`src/rtl/spi_fifo_pkg.sv`:
```
package spi_fifo_pkg;
    // Fill-flag controller states
    typedef enum logic {
        FILL_REQ  = 1'b0,   // transmit FIFO can accept data, flag shown as 1
        FILL_HOLD = 1'b1    // flag cleared by software or FIFO full
    } fill_state_e;
endpackage

```
`src/rtl/spi_tx_fifo.sv`:
```
module spi_tx_fifo #(
    parameter int DW    = 16,
    parameter int DEPTH = 4,
    parameter int PW    = (DEPTH > 1) ? $clog2(DEPTH) : 1,
    parameter int CW    = $clog2(DEPTH + 1)
) (
    input  logic          clk,
    input  logic          rst_n,
    input  logic          push,
    input  logic [DW-1:0] push_data,
    input  logic          drain,
    input  logic          flush,
    output logic [DW-1:0] head_data,
    output logic [CW-1:0] count,
    output logic [PW-1:0] rd_ptr,
    output logic          full_next
);
    localparam logic [CW-1:0] FULL_CNT = CW'(DEPTH);
    localparam logic [PW-1:0] LAST_IDX = PW'(DEPTH - 1);

    logic [DW-1:0] mem [DEPTH];
    logic [PW-1:0] wr_ptr;
    logic [CW-1:0] count_nxt;
    logic          do_push;
    logic          do_drain;

    assign do_push   = push  && (count != FULL_CNT);
    assign do_drain  = drain && (count != '0);
    assign head_data = mem[rd_ptr];

    always_comb begin
        if (flush) begin
            count_nxt = '0;
        end else begin
            unique case ({do_push, do_drain})
                2'b10:   count_nxt = count + CW'(1);
                2'b01:   count_nxt = count - CW'(1);
                default: count_nxt = count;
            endcase
        end
    end

    assign full_next = (count_nxt == FULL_CNT);

    always_ff @(posedge clk or negedge rst_n) begin
        if (!rst_n) begin
            count  <= '0;
            wr_ptr <= '0;
            rd_ptr <= '0;
        end else begin
            count <= count_nxt;
            if (flush) begin
                wr_ptr <= '0;
                rd_ptr <= '0;
            end else begin
                if (do_push)
                    wr_ptr <= (wr_ptr == LAST_IDX) ? '0 : wr_ptr + PW'(1);
                if (do_drain)
                    rd_ptr <= (rd_ptr == LAST_IDX) ? '0 : rd_ptr + PW'(1);
            end
        end
    end

    generate
        for (genvar g = 0; g < DEPTH; g++) begin : g_slot
            always_ff @(posedge clk or negedge rst_n) begin
                if (!rst_n)
                    mem[g] <= '0;
                else if (do_push && !flush && (wr_ptr == PW'(g)))
                    mem[g] <= push_data;
            end
        end
    endgenerate
endmodule

```
`src/rtl/spi_rx_fifo.sv`:
```
module spi_rx_fifo #(
    parameter int DW    = 16,
    parameter int DEPTH = 4,
    parameter int PW    = (DEPTH > 1) ? $clog2(DEPTH) : 1,
    parameter int CW    = $clog2(DEPTH + 1)
) (
    input  logic          clk,
    input  logic          rst_n,
    input  logic          wr,
    input  logic [DW-1:0] wr_data,
    input  logic          pop,
    input  logic          flush,
    output logic [DW-1:0] pop_data,
    output logic [CW-1:0] count
);
    localparam logic [CW-1:0] FULL_CNT = CW'(DEPTH);
    localparam logic [PW-1:0] LAST_IDX = PW'(DEPTH - 1);

    logic [DW-1:0] mem [DEPTH];
    logic [PW-1:0] wr_ptr;
    logic [PW-1:0] rd_ptr;
    logic          do_wr;
    logic          do_pop;

    assign do_wr  = wr  && (count != FULL_CNT) && !flush;
    assign do_pop = pop && (count != '0) && !flush;

    always_ff @(posedge clk or negedge rst_n) begin
        if (!rst_n) begin
            count    <= '0;
            wr_ptr   <= '0;
            rd_ptr   <= '0;
            pop_data <= '0;
        end else if (flush) begin
            count  <= '0;
            wr_ptr <= '0;
            rd_ptr <= '0;
        end else begin
            unique case ({do_wr, do_pop})
                2'b10:   count <= count + CW'(1);
                2'b01:   count <= count - CW'(1);
                default: count <= count;
            endcase
            if (do_wr)
                wr_ptr <= (wr_ptr == LAST_IDX) ? '0 : wr_ptr + PW'(1);
            if (do_pop) begin
                pop_data <= mem[rd_ptr];
                rd_ptr   <= (rd_ptr == LAST_IDX) ? '0 : rd_ptr + PW'(1);
            end
        end
    end

    generate
        for (genvar g = 0; g < DEPTH; g++) begin : g_slot
            always_ff @(posedge clk or negedge rst_n) begin
                if (!rst_n)
                    mem[g] <= '0;
                else if (do_wr && (wr_ptr == PW'(g)))
                    mem[g] <= wr_data;
            end
        end
    endgenerate
endmodule

```
`src/rtl/spi_status_flags.sv`:
```
module spi_status_flags
    import spi_fifo_pkg::*;
(
    input  logic clk,
    input  logic rst_n,
    input  logic tx_full_next,
    input  logic w1c_fill,
    input  logic set_done,
    input  logic w1c_done,
    input  logic set_unf,
    input  logic w1c_unf,
    input  logic req_en,
    input  logic dma_sel,
    output logic fill_flag,
    output logic done_flag,
    output logic unf_flag,
    output logic dma_req,
    output logic irq_req
);
    fill_state_e state_q;
    fill_state_e state_d;

    // State register
    always_ff @(posedge clk or negedge rst_n) begin
        if (!rst_n)
            state_q <= FILL_REQ;
        else
            state_q <= state_d;
    end

    // Transitions
    always_comb begin
        state_d = state_q;
        unique case (state_q)
            FILL_REQ:  if (w1c_fill || tx_full_next)   state_d = FILL_HOLD;
            FILL_HOLD: if (!w1c_fill && !tx_full_next) state_d = FILL_REQ;
            default:   state_d = FILL_REQ;
        endcase
    end

    // Outputs
    always_comb begin
        fill_flag = (state_q == FILL_REQ);
        dma_req   = fill_flag && req_en && dma_sel;
        irq_req   = fill_flag && req_en && !dma_sel;
    end

    // Sticky flags: set has priority over write-one clear
    always_ff @(posedge clk or negedge rst_n) begin
        if (!rst_n) begin
            done_flag <= 1'b0;
            unf_flag  <= 1'b0;
        end else begin
            if (set_done)      done_flag <= 1'b1;
            else if (w1c_done) done_flag <= 1'b0;
            if (set_unf)       unf_flag  <= 1'b1;
            else if (w1c_unf)  unf_flag  <= 1'b0;
        end
    end
endmodule

```
`src/rtl/spi_fifo_buf.sv`:
```
module spi_fifo_buf #(
    parameter int DW       = 16,
    parameter int TX_DEPTH = 4,
    parameter int RX_DEPTH = 4,
    parameter int TX_PW    = (TX_DEPTH > 1) ? $clog2(TX_DEPTH) : 1,
    parameter int TX_CW    = $clog2(TX_DEPTH + 1),
    parameter int RX_CW    = $clog2(RX_DEPTH + 1)
) (
    input  logic             clk,
    input  logic             rst_n,
    input  logic             push_wr,
    input  logic [DW-1:0]    push_data,
    input  logic             load_strobe,
    output logic [DW-1:0]    load_data,
    input  logic             xfer_start,
    input  logic             slave_mode,
    input  logic             xfer_done,
    input  logic [DW-1:0]    rx_frame,
    input  logic             pop_rd,
    output logic [DW-1:0]    pop_data,
    input  logic             w1c_fill,
    input  logic             w1c_done,
    input  logic             w1c_unf,
    input  logic             clr_tx,
    input  logic             clr_rx,
    input  logic             fill_req_en,
    input  logic             fill_dma_sel,
    output logic             fill_flag,
    output logic             done_flag,
    output logic             unf_flag,
    output logic [TX_CW-1:0] tx_count,
    output logic [RX_CW-1:0] rx_count,
    output logic [TX_PW-1:0] tx_next_ptr,
    output logic             fill_dma_req,
    output logic             fill_irq_req
);
    logic tx_full_next;
    logic unf_hit;

    assign unf_hit = xfer_start && slave_mode && (tx_count == '0);

    spi_tx_fifo #(.DW(DW), .DEPTH(TX_DEPTH), .PW(TX_PW), .CW(TX_CW)) u_tx (
        .clk       (clk),
        .rst_n     (rst_n),
        .push      (push_wr),
        .push_data (push_data),
        .drain     (load_strobe),
        .flush     (clr_tx),
        .head_data (load_data),
        .count     (tx_count),
        .rd_ptr    (tx_next_ptr),
        .full_next (tx_full_next)
    );

    spi_rx_fifo #(.DW(DW), .DEPTH(RX_DEPTH), .CW(RX_CW)) u_rx (
        .clk      (clk),
        .rst_n    (rst_n),
        .wr       (xfer_done),
        .wr_data  (rx_frame),
        .pop      (pop_rd),
        .flush    (clr_rx),
        .pop_data (pop_data),
        .count    (rx_count)
    );

    spi_status_flags u_flags (
        .clk          (clk),
        .rst_n        (rst_n),
        .tx_full_next (tx_full_next),
        .w1c_fill     (w1c_fill),
        .set_done     (xfer_done),
        .w1c_done     (w1c_done),
        .set_unf      (unf_hit),
        .w1c_unf      (w1c_unf),
        .req_en       (fill_req_en),
        .dma_sel      (fill_dma_sel),
        .fill_flag    (fill_flag),
        .done_flag    (done_flag),
        .unf_flag     (unf_flag),
        .dma_req      (fill_dma_req),
        .irq_req      (fill_irq_req)
    );
endmodule

```
`config.mk`:
```
export PLATFORM = sky130hd
export DESIGN_NAME = spi_fifo_buf
export DESIGN_NICKNAME = d
export VERILOG_FILES = /design/src/rtl/spi_fifo_pkg.sv /design/src/rtl/spi_tx_fifo.sv /design/src/rtl/spi_rx_fifo.sv /design/src/rtl/spi_status_flags.sv /design/src/rtl/spi_fifo_buf.sv
export SDC_FILE = /design/constraint.sdc
export NUM_CORES = 1
export LEC_CHECK = 0
export BUFFER_PORTS_ARGS = -buffer_cell sky130_fd_sc_hd__buf_2
export CORE_MARGIN = 2
export CORE_UTILIZATION = 60
export CTS_BUF_LIST = sky130_fd_sc_hd__clkbuf_2
export DETAILED_ROUTE_END_ITERATION = 12
export GPL_ROUTABILITY_DRIVEN = 0
export PLACE_DENSITY_LB_ADDON = 0.2
export SYNTH_ARGS = -nofsm -noshare
export SYNTH_HDL_FRONTEND = slang
export SYNTH_SLANG_ARGS = --single-unit
```
`constraint.sdc`:
```
create_clock -name clk -period 3.75 [get_ports clk]
set_input_delay 0.375 -clock clk [delete_from_list [all_inputs] [get_ports clk]]
set_output_delay 0.375 -clock clk [all_outputs]
set_load 0.02 [all_outputs]
```
# Yosys cells after proc, flatten, opt, wreduce, memory -nomap -nowiden
# Cells that the tools add are included.
[word_totals] ff_bits=161 inputBits=47 output_inout_bits=45 wordCells=116
[op_classes] n_addsub=8 magnitude_cmp=2 eq_ne=15 muxes=29 bitwise=4 n_reduce_logical=40
[op_table] op="$bmux 16 s2" n=2
[op_table] op="$mux 16" n=4
[op_table] op="$mux 2" n=12
[op_table] op="$logic_and 1x1->1" n=21
[op_table] op="$eq 2x2->1 const B" n=8
[op_table] op="$pmux 3 s2" n=2
[op_table] op="$reduce_bool 2->1" n=6
[op_table] op="$reduce_bool 3->1" n=3
[op_table] op="$add 2x1->2 const B" n=4
[op_table] op="$eq 2x1->1 const B" n=4
[op_table] op="$add 3x1->3 const B" n=2
[op_table] op="$ge 3x3->1 const B" n=2
[op_table] op="$mux 1" n=6
[op_table] op="$mux 3" n=2
[op_table] op="$ne 3x3->1 const B" n=2
[op_table] op="$not 2->3" n=2
[op_table] op="$sub 3x1->3 const B" n=2
[op_table] op="$logic_not 1->1" n=5
[op_table] op="$logic_not 2->1" n=2
[op_table] op="$eq 3x3->1 const B" n=1
[op_table] op="$logic_not 3->1" n=1
[op_table] op="$not 1->1" n=2
[op_table] op="$pmux 1 s2" n=1
[op_table] op="$reduce_and 2->1" n=1
[op_table] op="$logic_or 1x1->1" n=1

# Longest topological paths before layout
# Gate-level depths: netlist of the first run.
[logic_depth] depth_word=10 ltp_mapped=11

# By module
# From an unflattened synthesis of the first run, not the netlist that was laid out.
[hier_totals] hier_cells=461 hier_area_um2=7410.9
[modules_own_cells] mod="spi_rx_fifo" instances=1 cells_per_inst=249 area_each_um2=3880.0
[modules_own_cells] mod="spi_tx_fifo" instances=1 cells_per_inst=199 area_each_um2=3393.3
[modules_own_cells] mod="spi_status_flags" instances=1 cells_per_inst=11 area_each_um2=121.4
[modules_own_cells] mod="spi_fifo_buf" instances=1 cells_per_inst=2 area_each_um2=16.3

# Worst setup path before layout of the first run
# No wires, ideal clock.
[synth_timing] kind="register to register" from="register u_rx.count[0]" to="register u_rx.count[1]" arrival_time_ns=2.462 t_required_ns=3.625 setup_slack_ns=1.163 path_stages_with_launch=10 path_buffers=3 cell_sequence="dfrtp_1 or2_1 buf_2 o211a_1 buf_2 buf_6 and2_1 fa_1 o21ai_0 a2111oi_0"
[synth_via] elab_chain_len=6
[synth_lines] item="from (decl)" line_no="spi_rx_fifo.sv:14" text="output logic [CW-1:0] count"
[synth_lines] item="from (signal assigned)" line_no="spi_rx_fifo.sv:40" text="2'b10: count <= count + CW'(1);"
[synth_lines] item="from (signal assigned)" line_no="spi_rx_fifo.sv:41" text="2'b01: count <= count - CW'(1);"
[synth_lines] item="from (signal assigned)" line_no="spi_rx_fifo.sv:42" text="default: count <= count;"
[synth_lines] item="$ne 3x3->1 or $reduce_bool 3->1 (tied branches)" line_no="spi_rx_fifo.sv:25, spi_rx_fifo.sv:26"
[synth_lines] item="$logic_and 1x1->1, on equally long branches (2 in series)" line_no="spi_rx_fifo.sv:25, spi_rx_fifo.sv:26"
[synth_lines] item="$eq 2x1->1 or $eq 2x2->1 (tied branches)" line_no="spi_rx_fifo.sv:39" text="unique case ({do_wr, do_pop})"
[synth_lines] item="$pmux 3 s2" line_no="spi_rx_fifo.sv:39"
[synth_lines] item="$mux 3" line_no="spi_rx_fifo.sv:34" text="end else if (flush) begin"
# Several ways; a longest one is shown, not always the timed one.
# A chain may end at the register's enable or synchronous reset.

# Worst setup path after layout of the first run
[layout_timing] from="register u_tx.count[1]" to="register u_flags.state_q"
[layout_via] elab_chain_len=10
[layout_lines] item="from (decl)" line_no="spi_tx_fifo.sv:14" text="output logic [CW-1:0] count,"
[layout_lines] item="from (signal assigned)" line_no="spi_tx_fifo.sv:51" text="count <= count_nxt;"
[layout_lines] item="$ne 3x3->1 or $reduce_bool 3->1 (tied branches)" line_no="spi_tx_fifo.sv:27, spi_tx_fifo.sv:28"
[layout_lines] item="$logic_and 1x1->1, on equally long branches" line_no="spi_tx_fifo.sv:27, spi_tx_fifo.sv:28"
[layout_lines] item="$eq 2x1->1 or $eq 2x2->1 (tied branches)" line_no="spi_tx_fifo.sv:35" text="unique case ({do_push, do_drain})"
[layout_lines] item="$pmux 3 s2 *" line_no="spi_tx_fifo.sv:35"
[layout_lines] item="$mux 3 *" line_no="spi_tx_fifo.sv:32" text="if (flush) begin"
[layout_lines] item="$eq 3x3->1 *" line_no="spi_tx_fifo.sv:43" text="assign full_next = (count_nxt == FULL_CNT);"
[layout_lines] item="$logic_not 1->1" line_no="spi_status_flags.sv:36" text="FILL_HOLD: if (!w1c_fill && !tx_full_next) state_d = FILL_REQ;"
[layout_lines] item="$logic_and 1x1->1" line_no="spi_status_flags.sv:36"
[layout_lines] item="$mux 1" line_no="spi_status_flags.sv:36"
[layout_lines] item="$pmux 1 s2 *" line_no="spi_status_flags.sv:34" text="unique case (state_q)"
[layout_lines] item="net u_flags.state_d" line_no="spi_status_flags.sv:21" text="fill_state_e state_d;"
[layout_lines] item="to (signal assigned)" line_no="spi_status_flags.sv:28" text="state_q <= state_d;"
[layout_lines] item="to (decl)" line_no="spi_status_flags.sv:20" text="fill_state_e state_q;"
# Mark *: on every way through the listed nets, which the timed path passes. The rest lies on a longest branch.

==> report_table.html, run 1 <==
<table>
<tr><th>Metric</th><th>Value</th></tr>
<tr><th colspan="2">Status</th></tr>
<tr><td>Result of the run</td><td>finished clean</td></tr>
<tr><th colspan="2">Setup path</th></tr>
<tr><td>Register-to-register setup slack</td><td>roughly 0.74 ns</td></tr>
<tr><td>Critical register-to-register path startpoint</td><td>u_tx.count[1]$_DFF_PN0_</td></tr>
<tr><td>Setup CP Type</td><td>register to register</td></tr>
<tr><td>Endpoint of the worst register-to-register path</td><td>u_flags.state_q$_DFF_PN0_</td></tr>
<tr><td>Req. time, crit path</td><td>between 4 and 5 ns</td></tr>
<tr><td>Kind of end point of the critical path</td><td>register</td></tr>
<tr><td>First element of the critical path</td><td>u_tx.count[1]$_DFF_PN0_</td></tr>
<tr><td>CP arrival</td><td>roughly 3.7 ns</td></tr>
<tr><td>Critical-path maximum fanout</td><td>6</td></tr>
<tr><td>Kind of launch point of the worst setup path</td><td>register</td></tr>
<tr><td>Worst r2r path cells</td><td>9</td></tr>
<tr><th colspan="2">Clock tree</th></tr>
<tr><td>Clock latency at the later pin of the worst-skew pair</td><td>0.71 ns</td></tr>
<tr><td>Clock tree from TritonCTS</td><td>yes</td></tr>
<tr><td>Master cell of the clock root buffer</td><td>sky130_fd_sc_hd__clkbuf_2</td></tr>
<tr><td>H-tree lvl count</td><td>4</td></tr>
<tr><td>CTS buffer count</td><td>17</td></tr>
<tr><td>Maximum clock path buffer count</td><td>2</td></tr>
<tr><td>Sink Count</td><td>roughly 160</td></tr>
<tr><td>CTS-repair resized insts</td><td>0</td></tr>
<tr><td>Clock-pin transition on the worst setup and hold timing paths</td><td>0.21 ns</td></tr>
<tr><th colspan="2">Global route</th></tr>
<tr><td>Wire length of the first global-routing pass</td><td>between 20 and 25 mm</td></tr>
<tr><td>All-layer global routing usage</td><td>0.2338</td></tr>
<tr><td>Antenna violations before repair</td><td>0</td></tr>
<tr><td>Largest net degree at the start of global routing</td><td>92</td></tr>
<tr><td>Number of global-route vias before repair</td><td>around 4.7k</td></tr>
<tr><td>Overall overflow remaining after global route</td><td>0</td></tr>
<tr><th colspan="2">Final layout</th></tr>
<tr><td>Count of filler cells inserted in the layout</td><td>between 800 and 900</td></tr>
<tr><td>ANT cells</td><td>0</td></tr>
<tr><td>Layout Nets</td><td>657</td></tr>
<tr><td>Share of post-route cells with drive strength above 1</td><td>0.4721</td></tr>
<tr><td>Final cell count without fillers</td><td>between 700 and 800</td></tr>
<tr><td>Layout overhead on the synthesized area</td><td>14.82%</td></tr>
<tr><th colspan="2">STA</th></tr>
<tr><td>Minimum clock period</td><td>between 3 and 4 ns</td></tr>
<tr><td>Actual transition at the worst max-transition pin</td><td>around 0.9 ns</td></tr>
<tr><td>Endpoints failing hold</td><td>0</td></tr>
<tr><td>Achievable clock frequency</td><td>about 0.33 GHz</td></tr>
<tr><td>Remaining max-slew budget at the tightest pin</td><td>0.3869</td></tr>
<tr><td>Pins over their slew limit</td><td>0</td></tr>
<tr><td>Worst hold-check slack</td><td>0.09920 ns</td></tr>
<tr><td>Total negative slack</td><td>0 ns</td></tr>
<tr><td>Max Clock Skew</td><td>around 0.018 ns</td></tr>
<tr><td>Unrepaired setup endpoints after global routing</td><td>no</td></tr>
<tr><td>Final Setup Violations</td><td>0</td></tr>
<tr><td>Final period utilization</td><td>0.8020</td></tr>
<tr><th colspan="2">Die</th></tr>
<tr><td>Initial standard-cell utilization of the core</td><td>0.6195</td></tr>
<tr><td>Number of cell rows</td><td>40</td></tr>
<tr><td>Placeable core region</td><td>roughly 12,000 sq um</td></tr>
<tr><td>Total I/O pin count</td><td>about 90</td></tr>
<tr><td>Die outline area</td><td>between 10,000 and 15,000 sq um</td></tr>
<tr><td>Height of the die</td><td>about 120 um</td></tr>
<tr><td>Width of the chip</td><td>~120 um</td></tr>
<tr><th colspan="2">Synthesis</th></tr>
<tr><td>Main combinational cell family by area after synthesis</td><td>multiplexers</td></tr>
<tr><td>FFs w/ async S/R, synth</td><td>1.000</td></tr>
<tr><td>Register bit count reported by yosys</td><td>161</td></tr>
<tr><td>Post-synthesis cell type count</td><td>between 40 and 50</td></tr>
<tr><td>Share of synthesized cell area in full adder, half adder and majority cells</td><td>0.02368</td></tr>
<tr><td>Top flip-flop cell by instance count after synthesis</td><td>sky130_fd_sc_hd__dfrtp_1</td></tr>
<tr><td>Post-synthesis cell type with the largest combined area</td><td>sky130_fd_sc_hd__dfrtp_1</td></tr>
<tr><td>Syn Area/Cell</td><td>between 15 and 20 sq um</td></tr>
<tr><td>Portion of the post-synthesis area used by sequential elements</td><td>0.5369</td></tr>
<tr><td>Complex-gate fraction of the synthesized area</td><td>0.02351</td></tr>
<tr><td>Synth Warn #</td><td>0</td></tr>
<tr><td>Post-Synthesis Cell Area</td><td>~7500 sq um</td></tr>
<tr><td>Post-synth top area share</td><td>0.5369</td></tr>
<tr><td>Leading cell types by count after synthesis</td><td>sky130_fd_sc_hd__dfrtp_1, sky130_fd_sc_hd__mux2_2, sky130_fd_sc_hd__mux2_4</td></tr>
<tr><td>Simple logic cell fraction of the synthesized area</td><td>0.03785</td></tr>
<tr><td>Share of cell area taken by muxes after synthesis</td><td>0.3375</td></tr>
<tr><td>Most area-consuming cells after synthesis</td><td>sky130_fd_sc_hd__dfrtp_1, sky130_fd_sc_hd__mux2_2, sky130_fd_sc_hd__mux4_2, sky130_fd_sc_hd__mux2_4, sky130_fd_sc_hd__mux2_1</td></tr>
<tr><td>Gate Count Post-Synth</td><td>~470</td></tr>
<tr><td>Number of synthesized flops with an enable pin</td><td>0</td></tr>
<tr><td>Most instantiated library cell after synthesis</td><td>sky130_fd_sc_hd__dfrtp_1</td></tr>
<tr><td>Synth Net Count</td><td>around 530</td></tr>
<tr><td>Xor-xnor portion of the synthesized cell area</td><td>0.007004</td></tr>
<tr><th colspan="2">Min path</th></tr>
<tr><td>Startpoint of the most critical hold path</td><td>load_strobe</td></tr>
<tr><td>Hold Path Class</td><td>input port to register</td></tr>
<tr><td>Cell depth of the worst hold path</td><td>4</td></tr>
<tr><td>Sink of the worst hold path</td><td>u_tx.rd_ptr[0]$_DFFE_PN0P_</td></tr>
<tr><th colspan="2">Detailed routing</th></tr>
<tr><td>Wire length reported by the detailed router</td><td>14.40 mm</td></tr>
<tr><td>First DRT Iteration DRCs</td><td>255</td></tr>
<tr><td>DRC Markers</td><td>0</td></tr>
<tr><td>Length of the first detailed-routing pass in iterations</td><td>4</td></tr>
<tr><td>Post-DR wirelength/cell</td><td>18.50 um</td></tr>
<tr><td>Detail-routed via count per cell</td><td>5.582</td></tr>
<tr><td>Overall via count from detail_route</td><td>4,343</td></tr>
<tr><td>Routed Antenna Nets</td><td>0</td></tr>
<tr><th colspan="2">Pwr</th></tr>
<tr><td>Leakage power total</td><td>~0.004 uW</td></tr>
<tr><td>Max rail drop VDD</td><td>about 0.46 mV</td></tr>
<tr><td>Pwr/cell area</td><td>669.5 nW/um^2</td></tr>
<tr><th colspan="2">Placement</th></tr>
<tr><td>Count of input and output buffers</td><td>slightly above 90</td></tr>
<tr><td>Dpl hpwl</td><td>9.152 mm</td></tr>
<tr><td>Number of placed instances with taps included</td><td>about 700</td></tr>
<tr><th colspan="2">Job</th></tr>
<tr><td>Max Cap Violations</td><td>0</td></tr>
</table>
## final cells by class
cell class / instances / area (sq um) / share of cell area
repair buffers: 139 / 929.6 / 0.1079
inverters: 12 / 45.04 / 0.005228
multi-input cells: 266 / 3223 / 0.3741
clock buffers: 22 / 110.1 / 0.01278
clock inverters: 10 / 68.82 / 0.007987
flip-flops and latches: 161 / 4029 / 0.4676
well taps: 168 / 210.2 / 0.02440
## through the flow
stage          area (sq um)  setup slack [ns]    util  power [uW]
2_1_floorplan          7503             1.163       -        4374
3_3_place_gp           8006             1.097  0.6611        4848
3_5_place_dp           8006            0.9256  0.6611        4971
4_1_cts                8616            0.7904  0.7114        5805
5_1_grt                8616            0.4531  0.7114        6126
6_report               8616            0.7424  0.7114        5768
## kinds of logic after synthesis
family / Yosys count
simple gates: 42
mux: 180
fa+ha+maj: 13
xor+xnor: 6
compound gates: 25
flops: 161
buf+inv: 38
## critical path, stage by stage (launching register included)
cell and delay [ns]:
sky130_fd_sc_hd__dfrtp_1 0.50, sky130_fd_sc_hd__o31ai_1 0.51, sky130_fd_sc_hd__inv_1 0.10, sky130_fd_sc_hd__ha_1 0.25, sky130_fd_sc_hd__fa_1 0.38, sky130_fd_sc_hd__xnor2_1 0.16, sky130_fd_sc_hd__nor2_1 0.07, sky130_fd_sc_hd__xnor2_1 0.14
sky130_fd_sc_hd__o41ai_1 0.25, sky130_fd_sc_hd__dlygate4sd3_1 0.60
## power by group
part	internal, uW	total (uW)	switching [uW]
registers	2410	2830	419
clock network	237	798	561
logic	1210	2140	925
total	3860	5770	1910
## layer usage
layer  GRT usage  vias up  part of all wire
li1            -     1956                 -
met1      0.3028     2260              0.42
met2      0.3910      110              0.52
met3     0.06067       17             0.047
met4     0.07460        0             0.014
met5           0        -                 0
## cells in the final DEF (no fill, tap or decap), types with 2 or more instances in the layout
cell type                       count
sky130_fd_sc_hd__nand2_4            4
sky130_fd_sc_hd__nor3_1             2
sky130_fd_sc_hd__clkbuf_2          22
sky130_fd_sc_hd__nand3_1            3
sky130_fd_sc_hd__ha_1              11
sky130_fd_sc_hd__dlygate4sd3_1     43
sky130_fd_sc_hd__dfrtp_1          161
sky130_fd_sc_hd__clkinv_1           5
sky130_fd_sc_hd__a21oi_1            4
sky130_fd_sc_hd__nand2_1            6
sky130_fd_sc_hd__nand2b_1           2
sky130_fd_sc_hd__mux2_4            40
sky130_fd_sc_hd__buf_4              5
sky130_fd_sc_hd__xor2_1             2
sky130_fd_sc_hd__inv_1             12
sky130_fd_sc_hd__fa_1               2
sky130_fd_sc_hd__xnor2_1            4
sky130_fd_sc_hd__mux2_2            84
sky130_fd_sc_hd__nor2_1            12
sky130_fd_sc_hd__mux2_1            20
sky130_fd_sc_hd__mux2i_1            4
sky130_fd_sc_hd__a21o_1             2
sky130_fd_sc_hd__clkinv_2           4
sky130_fd_sc_hd__mux4_2            32
sky130_fd_sc_hd__nand2_8            3
sky130_fd_sc_hd__buf_2             90
sky130_fd_sc_hd__o21ai_0            7
## how the worst max path moves through the flow
stage,cells after the start,slack (ns),end
after floorplan,9,1.16,u_rx.count[1]$_DFFE_PN0P_
after global placement,6,1.10,u_rx.count[1]$_DFFE_PN0P_
after detailed placement,6,0.93,u_rx.count[1]$_DFFE_PN0P_
after CTS,9,0.79,u_flags.state_q$_DFF_PN0_
after global routing,9,0.45,u_flags.state_q$_DFF_PN0_
final,9,0.74,u_flags.state_q$_DFF_PN0_
## flip-flops by register name, indices dropped and copies added (netlist names), 2 cells and up
register       count
u_rx.rd_ptr        2
u_rx.count         3
u_tx.count         3
u_rx.wr_ptr        2
u_tx.mem          64
u_tx.rd_ptr        2
u_rx.pop_data     16
u_rx.mem          64
u_tx.wr_ptr        2
## timing repair
item / 4_1_cts / 5_1_grt
setup endpoints to repair: 0 / 0
hold endpoints to repair: 234 / 0
hold buffers: 43 / 0
setup buffers: 0 / 0
Note: power is estimated with default switching activity, not from simulation.
==> run 2: changes to the inputs <==
==> constraint.sdc (replaced) <==
create_clock -name clk -period 3 [get_ports clk]
set_input_delay 0.3 -clock clk [delete_from_list [all_inputs] [get_ports clk]]
set_output_delay 0.3 -clock clk [all_outputs]
set_load 0.02 [all_outputs]
==> run 2 against run 1 <==
  * Power increased by 27%
  * Critical path depth decreased by 1
  * Design area increased by 2.0%
  * Final cell count increased by 2.1%
  * Highest routed layer unchanged
==> report_table.html, run 2 (synthesis results as in run 1) <==
<table>
<tr><th>Metric</th><th>Value</th></tr>
<tr><th colspan="2">Die</th></tr>
<tr><td>Height of the die</td><td>115.8 um</td></tr>
<tr><td>Total I/O pin count</td><td>slightly above 90</td></tr>
<tr><td>Number of cell rows</td><td>40</td></tr>
<tr><td>Width of the chip</td><td>roughly 120 um</td></tr>
<tr><td>Initial standard-cell utilization of the core</td><td>0.6195</td></tr>
<tr><td>Placeable core region</td><td>approximately 12,000 sq um</td></tr>
<tr><td>Die outline area</td><td>13,420 sq um</td></tr>
<tr><th colspan="2">Final layout</th></tr>
<tr><td>Final cell count without fillers</td><td>about 800</td></tr>
<tr><td>Layout overhead on the synthesized area</td><td>17.09%</td></tr>
<tr><td>Most common cell after layout, fill and taps aside</td><td>sky130_fd_sc_hd__dfrtp_1</td></tr>
<tr><td>Most frequent cells in the layout</td><td>sky130_fd_sc_hd__dfrtp_1, sky130_fd_sc_hd__buf_2, sky130_fd_sc_hd__mux2_2</td></tr>
<tr><td>Layout Nets</td><td>~670</td></tr>
<tr><td>Count of filler cells inserted in the layout</td><td>~810</td></tr>
<tr><td>Final design area excluding fillers</td><td>about 9000 sq um</td></tr>
<tr><td>Largest regs</td><td>u_rx.mem (64), u_tx.mem (64), u_rx.pop_data (16)</td></tr>
<tr><td>Share of post-route cells with drive strength above 1</td><td>0.4912</td></tr>
<tr><th colspan="2">Detailed routing</th></tr>
<tr><td>Overall via count from detail_route</td><td>between 4k and 5k</td></tr>
<tr><td>Top metal layer carrying routed signals</td><td>met4</td></tr>
<tr><td>Detailed-routed wire length on met2</td><td>~8 mm</td></tr>
<tr><td>Routed Antenna Nets</td><td>0</td></tr>
<tr><td>Length of the first detailed-routing pass in iterations</td><td>4</td></tr>
<tr><td>DRC Markers</td><td>0</td></tr>
<tr><td>Met3 WL</td><td>around 650 um</td></tr>
<tr><td>Post-DR wirelength/cell</td><td>roughly 19 um</td></tr>
<tr><td>Wire length reported by the detailed router</td><td>between 10 and 15 mm</td></tr>
<tr><td>Sum of routed wire segments on met1</td><td>6.169 mm</td></tr>
<tr><td>First DRT Iteration DRCs</td><td>approximately 190</td></tr>
<tr><td>Detail-routed via count per cell</td><td>5.591</td></tr>
<tr><th colspan="2">Clock tree</th></tr>
<tr><td>Master cell of the clock root buffer</td><td>sky130_fd_sc_hd__clkbuf_2</td></tr>
<tr><td>H-tree lvl count</td><td>4</td></tr>
<tr><td>Maximum clock path buffer count</td><td>2</td></tr>
<tr><td>CTS buffer count</td><td>17</td></tr>
<tr><td>Clock latency at the later pin of the worst-skew pair</td><td>approximately 0.70 ns</td></tr>
<tr><td>Clock tree from TritonCTS</td><td>yes</td></tr>
<tr><td>Sink Count</td><td>~160</td></tr>
<tr><td>Clock-pin transition on the worst setup and hold timing paths</td><td>about 0.21 ns</td></tr>
<tr><th colspan="2">Setup path</th></tr>
<tr><td>Kind of launch point of the worst setup path</td><td>register</td></tr>
<tr><td>CP Cell Sequence</td><td>or3b_1 -&gt; nand2_2 -&gt; ha_2 -&gt; fa_1 -&gt; mux2i_1 -&gt; nor2_1 -&gt; o41ai_2 -&gt; dlygate4sd3_1</td></tr>
<tr><td>Delay contributed by the slowest stage of the critical path</td><td>roughly 0.60 ns</td></tr>
<tr><td>Crit path max-delay cell type</td><td>sky130_fd_sc_hd__dlygate4sd3_1</td></tr>
<tr><td>CP arrival</td><td>3.60 ns</td></tr>
<tr><td>Kind of end point of the critical path</td><td>register</td></tr>
<tr><td>Critical-path maximum fanout</td><td>5</td></tr>
<tr><td>Setup CP Type</td><td>register to register</td></tr>
<tr><td>Req. time, crit path</td><td>~3.7 ns</td></tr>
<tr><td>Critical path buffer and inverter count</td><td>1</td></tr>
<tr><td>Top cell family by delay on the critical path</td><td>simple AND/OR/NAND/NOR gates</td></tr>
<tr><th colspan="2">STA</th></tr>
<tr><td>Final Setup Violations</td><td>0</td></tr>
<tr><td>Final period utilization</td><td>0.9830</td></tr>
<tr><td>Achievable clock frequency</td><td>0.3391 GHz</td></tr>
<tr><td>Remaining max-slew budget at the tightest pin</td><td>0.2700</td></tr>
<tr><td>Total negative slack</td><td>0 ns</td></tr>
<tr><td>Worst hold-check slack</td><td>0.1534 ns</td></tr>
<tr><td>Max Clock Skew</td><td>approximately 0.027 ns</td></tr>
<tr><td>Endpoints failing hold</td><td>0</td></tr>
<tr><td>Minimum clock period</td><td>between 2 and 3 ns</td></tr>
<tr><td>Pins over their slew limit</td><td>0</td></tr>
<tr><td>Actual transition at the worst max-transition pin</td><td>between 1 and 1.5 ns</td></tr>
<tr><th colspan="2">Global route</th></tr>
<tr><td>Number of global-route vias before repair</td><td>slightly below 5k</td></tr>
<tr><td>Overall overflow remaining after global route</td><td>0</td></tr>
<tr><td>Antenna violations before repair</td><td>1</td></tr>
<tr><td>All-layer global routing usage</td><td>0.2384</td></tr>
<tr><td>Largest net degree at the start of global routing</td><td>between 70 and 80</td></tr>
<tr><td>Wire length of the first global-routing pass</td><td>about 24 mm</td></tr>
<tr><th colspan="2">Placement</th></tr>
<tr><td>Number of placed instances with taps included</td><td>706</td></tr>
<tr><td>Dpl hpwl</td><td>~9.5 mm</td></tr>
<tr><td>Area of placed instances</td><td>~8000 sq um</td></tr>
<tr><td>Count of input and output buffers</td><td>slightly above 90</td></tr>
<tr><th colspan="2">Status</th></tr>
<tr><td>Result of the run</td><td>finished clean</td></tr>
<tr><th colspan="2">Pwr</th></tr>
<tr><td>Max rail drop VDD</td><td>around 0.48 mV</td></tr>
<tr><td>Total Power</td><td>7309 uW</td></tr>
<tr><td>Leakage power total</td><td>~0.0042 uW</td></tr>
<tr><td>Pwr/cell area</td><td>831.9 nW/um^2</td></tr>
<tr><th colspan="2">Min path</th></tr>
<tr><td>Hold Path Class</td><td>input port to asynchronous set/reset pin</td></tr>
<tr><th colspan="2">Job</th></tr>
<tr><td>Max Cap Violations</td><td>0</td></tr>
</table>
run 2: changes by cell type in the layout (fill, tap and decap cells not counted), sizes merged:
cell,delta
dlygate4sd3,+3
clkinv,+2
diode,+1
clkbuf,-4
buf,+14
run 2: power breakdown:
part	total (uW)	internal, uW	switching (uW)
registers	3500	3020	482
clock network	962	267	694
logic	2840	1600	1250
total	7310	4890	2420
run 2: final cells by class:
class | count | area (sq um) | share of cell area
timing repair buffer | 156 | 1077 | 0.1226
multi-input combinational | 266 | 3249 | 0.3698
tap | 168 | 210.2 | 0.02392
inverter | 12 | 45.04 | 0.005127
clock buffer | 18 | 90.09 | 0.01025
clock inverter | 12 | 76.32 | 0.008687
antenna | 1 | 2.502 | 0.0002848
sequential | 161 | 4035 | 0.4593
run 2: final timing paths:
path | from | to | slack [ns] | cells after the start
max in group asynchronous | rst_n | u_tx.mem[63]$_DFFE_PN0P_ | 2.03 | 3
min | rst_n | u_flags.done_flag$_DFFE_PN0P_ | 0.15 | 2
max reg2reg | u_tx.count[1]$_DFF_PN0_ | u_flags.state_q$_DFF_PN0_ | 0.05 | 8
min in group clk | clr_rx | u_rx.count[0]$_DFFE_PN0P_ | 0.39 | 3
max | u_tx.count[1]$_DFF_PN0_ | u_flags.state_q$_DFF_PN0_ | 0.05 | 8
min reg2reg | u_flags.done_flag$_DFFE_PN0P_ | u_flags.done_flag$_DFFE_PN0P_ | 0.51 | 1
run 2: repair_timing:
action / 4_1_cts / 5_1_grt
hold buffers: 46 / 0
gates resized for setup: 0 / 11
hold endpoints to repair: 220 / 0
buffers inserted: 0 / 11
setup endpoints to repair: 0 / 2
run 2: metal layers:
metal,global-route usage,up-vias
met5,0,-
met4,0.08413,0
met3,0.05649,20
met2,0.4140,115
met1,0.2948,2313
li1,-,1991
run 2: through the flow:
stage          utilization  worst slack, ns
5_1_grt             0.7254          -0.1052
3_3_place_gp        0.6639           0.6791
6_report            0.7254          0.05089
3_5_place_dp        0.6639           0.5890
4_1_cts             0.7157          0.04148
2_1_floorplan            -           0.4127
